## config.mk

```make
export PLATFORM = sky130hd
export DESIGN_NAME = hsv_entry_check
export DESIGN_NICKNAME = d
export VERILOG_FILES = /design/src/rtl/hsv_pkg.sv /design/src/rtl/hsv_sel_check.sv /design/src/rtl/hsv_canon_check.sv /design/src/rtl/hsv_classify.sv /design/src/rtl/hsv_entry_check.sv
export SDC_FILE = /design/constraint.sdc
export NUM_CORES = 1
export LEC_CHECK = 0
export BUFFER_PORTS_ARGS = -buffer_cell sky130_fd_sc_hd__buf_4
export CAP_MARGIN = 40
export CORE_AREA = 2 2 190 192
export DETAILED_ROUTE_END_ITERATION = 8
export DIE_AREA = 0 0 192 194
export GPL_TIMING_DRIVEN = 0
export MAX_ROUTING_LAYER = met4
export PLACE_DENSITY_LB_ADDON = 0.12
export RECOVER_POWER = 50
export SYNTH_ARGS = -nofsm -noshare
export SYNTH_HDL_FRONTEND = slang
export SYNTH_SLANG_ARGS = --single-unit
```

## constraint.sdc

```tcl
create_clock -name clk -period 1.9 [get_ports clk]
set_input_delay 0.19 -clock clk [delete_from_list [all_inputs] [get_ports clk]]
set_output_delay 0.19 -clock clk [all_outputs]
set_load 0.005 [all_outputs]
```

## src/rtl/hsv_pkg.sv

```systemverilog
package hsv_pkg;
  // violation map layout
  localparam int VB_NULL_CS = 7;
  localparam int VB_NULL_TR = 8;
  localparam int VB_NULL_SS = 9;
  localparam int VB_CANON0  = 10;
  localparam int VB_LMODE   = 15;
  localparam int VIOL_BITS  = 16;

  // selector slots
  localparam int SLOT_CS = 0;
  localparam int SLOT_SS = 1;
  localparam int SLOT_TR = 6;

  localparam logic [7:0] CODE_NONE = 8'd0;
  localparam logic [7:0] CODE_CTL  = 8'd7;
  localparam logic [7:0] CODE_HOST = 8'd8;

  typedef enum logic [1:0] {
    CLS_NONE = 2'd0,
    CLS_HOST = 2'd1,
    CLS_CTL  = 2'd2
  } err_class_e;
endpackage

```

## src/rtl/hsv_sel_check.sv

```systemverilog
module hsv_sel_check #(
  parameter int SEL_W   = 16,
  parameter int NUM_SEG = 7,
  parameter int FLAG_W  = 3
) (
  input  logic [NUM_SEG*SEL_W-1:0] sel,
  input  logic                     host64,
  output logic [NUM_SEG-1:0]       flag_bad,
  output logic                     cs_null,
  output logic                     tr_null,
  output logic                     ss_null
);
  import hsv_pkg::*;

  logic [NUM_SEG-1:0] is_null;

  for (genvar g = 0; g < NUM_SEG; g++) begin : g_seg
    assign flag_bad[g] = |sel[g*SEL_W +: FLAG_W];
    assign is_null[g]  = (sel[g*SEL_W +: SEL_W] == '0);
  end

  assign cs_null = is_null[SLOT_CS];
  assign tr_null = is_null[SLOT_TR];
  assign ss_null = is_null[SLOT_SS] & ~host64;
endmodule

```

## src/rtl/hsv_canon_check.sv

```systemverilog
module hsv_canon_check #(
  parameter int ADDR_W   = 64,
  parameter int VA_BITS  = 48,
  parameter int NUM_BASE = 5
) (
  input  logic [NUM_BASE*ADDR_W-1:0] base,
  output logic [NUM_BASE-1:0]        bad
);
  localparam int HI_W = ADDR_W - VA_BITS + 1;

  for (genvar g = 0; g < NUM_BASE; g++) begin : g_base
    logic [HI_W-1:0] upper;
    assign upper  = base[g*ADDR_W + VA_BITS - 1 +: HI_W];
    assign bad[g] = ~((&upper) | (~|upper));
  end
endmodule

```

## src/rtl/hsv_classify.sv

```systemverilog
module hsv_classify #(
  parameter int VIOL_W = 16,
  parameter int CTL_POS = 15
) (
  input  logic [VIOL_W-1:0]   viol,
  output hsv_pkg::err_class_e cls
);
  import hsv_pkg::*;

  logic [VIOL_W-1:0] host_mask;
  assign host_mask = ~(VIOL_W'(1) << CTL_POS);

  always_comb begin
    if (viol[CTL_POS])              cls = CLS_CTL;
    else if (|(viol & host_mask))   cls = CLS_HOST;
    else                            cls = CLS_NONE;
  end
endmodule

```

## src/rtl/hsv_entry_check.sv

```systemverilog
module hsv_entry_check #(
  parameter int SEL_W      = 16,
  parameter int NUM_SEG    = 7,
  parameter int ADDR_W     = 64,
  parameter int VA_BITS    = 48,
  parameter int NUM_BASE   = 5,
  parameter int CTL_W      = 32,
  parameter int HOST64_BIT = 9,
  parameter int ERR_W      = 8
) (
  input  logic                      clk,
  input  logic                      rst,
  input  logic                      start_i,
  input  logic [NUM_SEG*SEL_W-1:0]  sel_i,
  input  logic [NUM_BASE*ADDR_W-1:0] base_i,
  input  logic [CTL_W-1:0]          exit_ctl_i,
  input  logic                      long_mode_i,
  output logic                      done_o,
  output logic                      pass_o,
  output logic [ERR_W-1:0]          err_o,
  output logic [hsv_pkg::VIOL_BITS-1:0] viol_o
);
  import hsv_pkg::*;

  localparam int VW = VIOL_BITS;

  // stage 1: captured snapshot
  logic                       busy_q;
  logic [NUM_SEG*SEL_W-1:0]   sel_q;
  logic [NUM_BASE*ADDR_W-1:0] base_q;
  logic                       host64_q;
  logic                       lmode_q;

  always_ff @(posedge clk) begin
    if (rst) begin
      busy_q   <= 1'b0;
      sel_q    <= '0;
      base_q   <= '0;
      host64_q <= 1'b0;
      lmode_q  <= 1'b0;
    end else begin
      busy_q <= start_i;
      if (start_i) begin
        sel_q    <= sel_i;
        base_q   <= base_i;
        host64_q <= exit_ctl_i[HOST64_BIT];
        lmode_q  <= long_mode_i;
      end
    end
  end

  // rule evaluation
  logic [NUM_SEG-1:0]  flag_bad;
  logic                cs_null, tr_null, ss_null;
  logic [NUM_BASE-1:0] canon_bad;
  logic                ctl_bad;
  logic [VW-1:0]       viol_d;
  err_class_e          cls;
  logic [ERR_W-1:0]    code_d;

  hsv_sel_check #(
    .SEL_W  (SEL_W),
    .NUM_SEG(NUM_SEG),
    .FLAG_W (3)
  ) u_sel (
    .sel     (sel_q),
    .host64  (host64_q),
    .flag_bad(flag_bad),
    .cs_null (cs_null),
    .tr_null (tr_null),
    .ss_null (ss_null)
  );

  hsv_canon_check #(
    .ADDR_W  (ADDR_W),
    .VA_BITS (VA_BITS),
    .NUM_BASE(NUM_BASE)
  ) u_canon (
    .base(base_q),
    .bad (canon_bad)
  );

  assign ctl_bad = lmode_q & ~host64_q;

  always_comb begin
    viol_d = '0;
    viol_d[NUM_SEG-1:0] = flag_bad;
    viol_d[VB_NULL_CS]  = cs_null;
    viol_d[VB_NULL_TR]  = tr_null;
    viol_d[VB_NULL_SS]  = ss_null;
    viol_d[VB_CANON0 +: NUM_BASE] = canon_bad;
    viol_d[VB_LMODE]    = ctl_bad;
  end

  hsv_classify #(
    .VIOL_W (VW),
    .CTL_POS(VB_LMODE)
  ) u_cls (
    .viol(viol_d),
    .cls (cls)
  );

  always_comb begin
    unique case (cls)
      CLS_CTL:  code_d = ERR_W'(CODE_CTL);
      CLS_HOST: code_d = ERR_W'(CODE_HOST);
      default:  code_d = ERR_W'(CODE_NONE);
    endcase
  end

  // stage 2: registered results
  always_ff @(posedge clk) begin
    if (rst) begin
      done_o <= 1'b0;
      pass_o <= 1'b0;
      err_o  <= '0;
      viol_o <= '0;
    end else if (busy_q) begin
      done_o <= 1'b1;
      pass_o <= (cls == CLS_NONE);
      err_o  <= code_d;
      viol_o <= viol_d;
    end else if (start_i) begin
      done_o <= 1'b0;
    end
  end
endmodule

```

* Word level (Yosys, flattened, before mapping)
Cells that the tools add are included.
** Word-level totals
- Flip-flop bits (word level) :: 461
** Cells by class
- Equal/unequal tests :: 2
- Bitwise gates (word level) :: 13
- Multiplexer cells :: 5
- Reduce and logical (&&, ||, !) cells :: 28
** Operators by type and width (number)
- 17-bit AND reduction :: 5
- 17-bit OR reduction :: 5
- 16-bit zero test :: 3
- 29-bit OR reduction :: 1
- 3-bit OR reduction :: 7
- 4-bit case mux with 2 select lines :: 1
- 1-bit NOT :: 6
- 1-bit zero test :: 5
- 1-bit bitwise OR :: 5
- 1-bit two-way mux :: 3
- 1-bit bitwise AND :: 2
- 2-bit by 1-bit == test with 1-bit output, second input constant :: 1
- 2-bit == test, second input constant :: 1
- 2-bit zero test :: 1
- 2-bit two-way mux :: 1
- 2-bit nonzero test :: 1

* Longest topological paths before layout
- Depth after elaboration :: 9
- Depth in mapped cells :: 6

* Modules after synthesis
Synthesis repeated with hierarchy kept, for this count alone.
** Unflattened totals
- Cells, all modules :: 1572
- Area total of the unflattened synthesis :: 16646.0 um^2
** Modules (own cells, without submodules)
- hsv_entry_check :: area an instance 16035.4 um^2, sequential area each 9108.7 um^2, cells each 1478, instances 1
- hsv_canon_check :: area an instance 394.1 um^2, sequential area each 0.0 um^2, cells each 60, instances 1
- hsv_sel_check :: area an instance 176.4 um^2, sequential area each 0.0 um^2, cells each 28, instances 1
- hsv_classify :: area an instance 40.0 um^2, sequential area each 0.0 um^2, cells each 6, instances 1

* Least setup slack after synthesis
OpenSTA, ideal clock, no wires.
- Kind :: reg-to-reg
- Start :: reg base_q[248]
- End :: reg pass_o
- Data arrival time :: 1.644 ns
- Stages on the path, launching flop included :: 7
- Slack :: 0.172 ns
- Clock period less this slack :: 1.728 ns
- Data required time :: 1.816 ns
- Path buffers :: 0
- Setup time :: 0.084 ns
- Cell sequence :: dfxtp_1 > nor4_1 > nand4_1 > or4_4 > a221oi_2 > nand4_1 > o31ai_2
** Between the ends
- Longest elaborated chain between the ends :: 8
- Elaborated cells between the ends (all ways) :: 9
** RTL lines
- start, declared :: RTL line hsv_entry_check.sv:30 : logic [NUM_BASE*ADDR_W-1:0] base_q;
- start signal, assigned :: RTL line hsv_entry_check.sv:45 : base_q <= base_i;
- 17-bit OR reduction :: RTL line hsv_canon_check.sv:14 : assign bad[g] = ~((&upper) | (~|upper));
- 1-bit zero test :: RTL line hsv_canon_check.sv:14
- 1-bit bitwise OR (*) :: RTL line hsv_canon_check.sv:14
- 1-bit NOT (*) :: RTL line hsv_canon_check.sv:14
- 29-bit OR reduction (*) :: RTL line hsv_classify.sv:15 : else if (|(viol & host_mask)) cls = CLS_HOST;
- 1-bit two-way mux (*) :: RTL line hsv_classify.sv:15
- 2-bit two-way mux (*) :: RTL line hsv_classify.sv:14 : if (viol[CTL_POS]) cls = CLS_CTL;
- 2-bit zero test (*) :: RTL line hsv_entry_check.sv:120 : pass_o <= (cls == CLS_NONE);
- end signal, assigned :: RTL line hsv_entry_check.sv:120
- end, declared :: RTL line hsv_entry_check.sv:19 : output logic pass_o,
Every way passes the cells marked *; elsewhere a longest branch is shown, timed or not.
A chain may end at the register's enable or synchronous reset.

* Worst setup path after layout
- Start :: reg base_q[243]
- End :: reg err_o[3]
** Between the ends
- Longest elaborated chain between the ends :: 9
- Elaborated cells between the ends (all ways) :: 11
** RTL lines
- 17-bit OR reduction :: RTL line hsv_canon_check.sv:14
- 1-bit zero test :: RTL line hsv_canon_check.sv:14
- 1-bit bitwise OR (*) :: RTL line hsv_canon_check.sv:14
- 1-bit NOT (*) :: RTL line hsv_canon_check.sv:14
- 29-bit OR reduction (*) :: RTL line hsv_classify.sv:15
- 1-bit two-way mux (*) :: RTL line hsv_classify.sv:15
- 2-bit two-way mux (*) :: RTL line hsv_classify.sv:14
- 2-bit by 1-bit == test with 1-bit output / 2-bit == test (equally long branches) :: RTL line hsv_entry_check.sv:104 : unique case (cls)
- 4-bit case mux with 2 select lines (*) :: RTL line hsv_entry_check.sv:104
- end signal, assigned :: RTL line hsv_entry_check.sv:121 : err_o <= code_d;
- end, declared :: RTL line hsv_entry_check.sv:20 : output logic [ERR_W-1:0] err_o,
Marks and branches as above.

==> summary.md <==
| Metric | Value |
|---|---|
| Max IR drop VDD | 629 uV |
| Final setup vio count | 2 |
| Residual DRC | 0 |
| Synth top area share | 0.519 |
| Mean Syn Cell Area | 10.0 um2 |
| Syn. warnings | 0 |
| Cells after synthesis | 644 |
| Leakage power | 4.50 nW |
| H-tree depth | 4 |
| Critical-path cell list | nor4_4, nand4_1, or4_4, a221oi_4, a41o_1, a21oi_1 |
| Number of fill cells | 3803 |
| DR iter-0 viols | 187 |
| Detailed Routing Iterations Pass 1 | 5 |
| Hpwl dp | 16300 um |
| Inserted Clock Buffers | 17 |
| CP peak stage delay | 0.48 ns |
| Final hold vios | 0 |
| Area of the core | 35200 um2 |
| Number of synthesized flops with an enable pin | 0 |
| Fmax | 491 MHz |
| Yosys top cell by area | dfxtp_1 |
| Clk pin slew, worst setup/hold paths | 0.07 ns |
| Boundary Pins | 494 |
| Endpoint type of the worst setup path | flip-flop |
| Final WL | 22100 um |
| Final std cells w/o fill | 1458 |
| CP Data Required Time | 2.19 ns |
| Critical Path AT | 2.33 ns |
| Gr usage total | 0.124 |
| Status | complete, but fails checks |
| Synth cell types | 32 |
| Register bit total from synthesis | 167 |
| Initial antenna violation count | 3 |
| Grt ovf | 0 |
| Synth-to-Final Area Change | 61.0% |
| TritonCTS clock tree | done |
| Largest net degree at the start of global routing | 17 |
| # port buffers | 169 |
| Power density cells | 823 nW/um2 |
| Tmin final | 2.04 ns |
| Final Wtd Congestion | 0.697 |
| Setup_tns | -0.260 ns |
| Global-route wire length before repair | 33300 um |
| CP Max Fanout | 3 |
| Total vias in the final route | 5664 |
| Via/cell ratio | 3.88 |
| Failing checks | setup timing |
| Post-synth top flop | dfxtp_1 |
| Placed Cells | 1278 |
| Share of layout cells above drive strength 1 | 0.216 |
| Max-slew headroom | 0.466 |
| RSZ-0062 raised after global routing | true |
| Vias in the first global route | 5835 |
| Most common cell in the netlist | nor2_1 |
| Syn Std Cell Area | 6440 um2 |
| Met3 GRT Util | 0.0371 |
| Kind of critical path | flip-flop to flip-flop |
| Setup ws final | -0.136 ns |
| Worst skew pair latency | 0.44 ns |
| Post-DRT Antenna Nets | 0 |
| Slowest CP cell | or4_4 |
| Wirelength per Cell | 15.1 um |
| M1 GR Usage | 0.153 |
| Sequential share of the synthesized area | 0.519 |
| Die Y | 194 um |
| # Max-Cap Violations | 0 |
| Min-delay worst type | input pin to flip-flop |
| Worst setup SP type | flip-flop |
| Longest Clk Path Bufs | 2 |
| GR peak layer | met2 |
| Initial core utilization | 0.183 |
| Root buf cell | clkbuf_16 |
| R2R setup slack | -0.14 ns |
| Clk sinks | 167 |
| Die W | 192 um |
| Clock skew | 0.0115 ns |
| Synth cell count leaders | 170 x nor2_1, 167 x dfxtp_1, 151 x mux2i_1 |
| Nets@finish | 1451 |
| Area of the die | 37200 um2 |
| Worst-Margin Slew | 0.800 ns |
| Top area cells in the synthesized netlist | dfxtp_1 52%, mux2i_1 23%, nor2_1 9.9% |
| Fin. max-slew vios | 0 |
| Fraction of registers with async set/reset | 0 |
| Pre-CTS worst setup slack | -0.475 ns |
| Final worst-path cycle share | 1.07 |
| Rows | 69 |
| M2 GR Usage | 0.192 |
[flip-flops by register name, summed over array words and instances (netlist names)]
register	count
host64_q	1
viol_o	15
done_o	1
sel_q	60
lmode_q	1
pass_o	1
busy_q	1
err_o	2
base_q	85
[power by group]
part / switching, mW / internal, mW
Clock: 1.47 / 1.99
Combinational: 0.507 / 0.700
Sequential: 0.150 / 3.71
Total: 2.13 / 6.40
[timing repair]
action / in CTS / in global routing
hold buffers: 146 / 0
pin swaps: 5 / 3
hold endpoints to repair: 146 / 0
setup endpoints to repair: 3 / 3
gates resized for setup: 15 / 3
buffers inserted: 0 / 1
[area by class of cell]
class | instances | area, um2 | area share
diodes | 3 | 7.51 | 0.000724
plain buffers | 46 | 220 | 0.0212
clock buffers | 22 | 464 | 0.0448
clock inverters | 8 | 100 | 0.00965
inverters | 5 | 18.8 | 0.00181
multi-input cells | 429 | 2960 | 0.285
flip-flops and latches | 167 | 3350 | 0.323
well taps | 461 | 577 | 0.0556
repair buffers | 317 | 2680 | 0.258
[critical path, delay by kind of cell (launching register included)]
family	cells	cell delay, ns
flip-flops	1	0.34
AO/OA/AOI/OAI	3	0.66
AND/OR/NAND/NOR	3	0.89
[per-stage QoR]
stage	power (mW)	hold slack (ns)	area [um2]	utilization
after floorplan	4.41	0.337	6450	-
after global placement	4.91	0.424	8300	0.236
after detailed placement	4.92	0.430	8310	0.236
after CTS	8.72	0.00100	10400	0.296
after global routing	8.97	0.0326	10400	0.294
final	8.53	0.0246	10400	0.294
[metal layers]
| layer | wire length (um) | up-vias |
|---|---|---|
| li1 | - | 2928 |
| met1 | 10500 | 2582 |
| met2 | 10000 | 139 |
| met3 | 1260 | 15 |
| met4 | 284 | 0 |
| met5 | 0 | - |
[cells by family (layout without fill, tap and decap cells)]
logic type,Yosys count,in the layout,synth area share
compound gates,18,18,0.0223
buf+inv,51,398,0.0390
flops,167,167,0.519
mux,153,153,0.238
other cells,1,7,0.000582
simple gates,254,254,0.181
[path summary, 6_finish.rpt]
path                                               start                        to  cells after the start
worst max-delay path            base_q[243]$_SDFFE_PP0P_     err_o[3]$_SDFFE_PP0P_                      6
worst min-delay path                         base_i[190]  base_q[190]$_SDFFE_PP0P_                      3
worst max register to register  base_q[243]$_SDFFE_PP0P_     err_o[3]$_SDFFE_PP0P_                      6
worst min register to register     err_o[3]$_SDFFE_PP0P_     err_o[3]$_SDFFE_PP0P_                      2
[cells in the final DEF (no fill, tap or decap), types with 5 or more instances in the layout]
| cell type | Yosys | routed |
|---|---|---|
| nor3_1 | 9 | 6 |
| nor4_1 | 30 | 23 |
| nand4_1 | 25 | 25 |
| buf_4 | 7 | 156 |
| mux2i_1 | 151 | 151 |
| a211oi_1 | 7 | 7 |
| nor2_1 | 170 | 170 |
| dlygate4sd3_1 | 0 | 146 |
| clkbuf_16 | 0 | 17 |
| dfxtp_1 | 167 | 164 |
| buf_1 | 5 | 5 |
| clkbuf_1 | 24 | 50 |
| nor4_2 | 2 | 6 |
| inv_1 | 5 | 5 |
No activity file was read; power rests on OpenSTA's default activity.
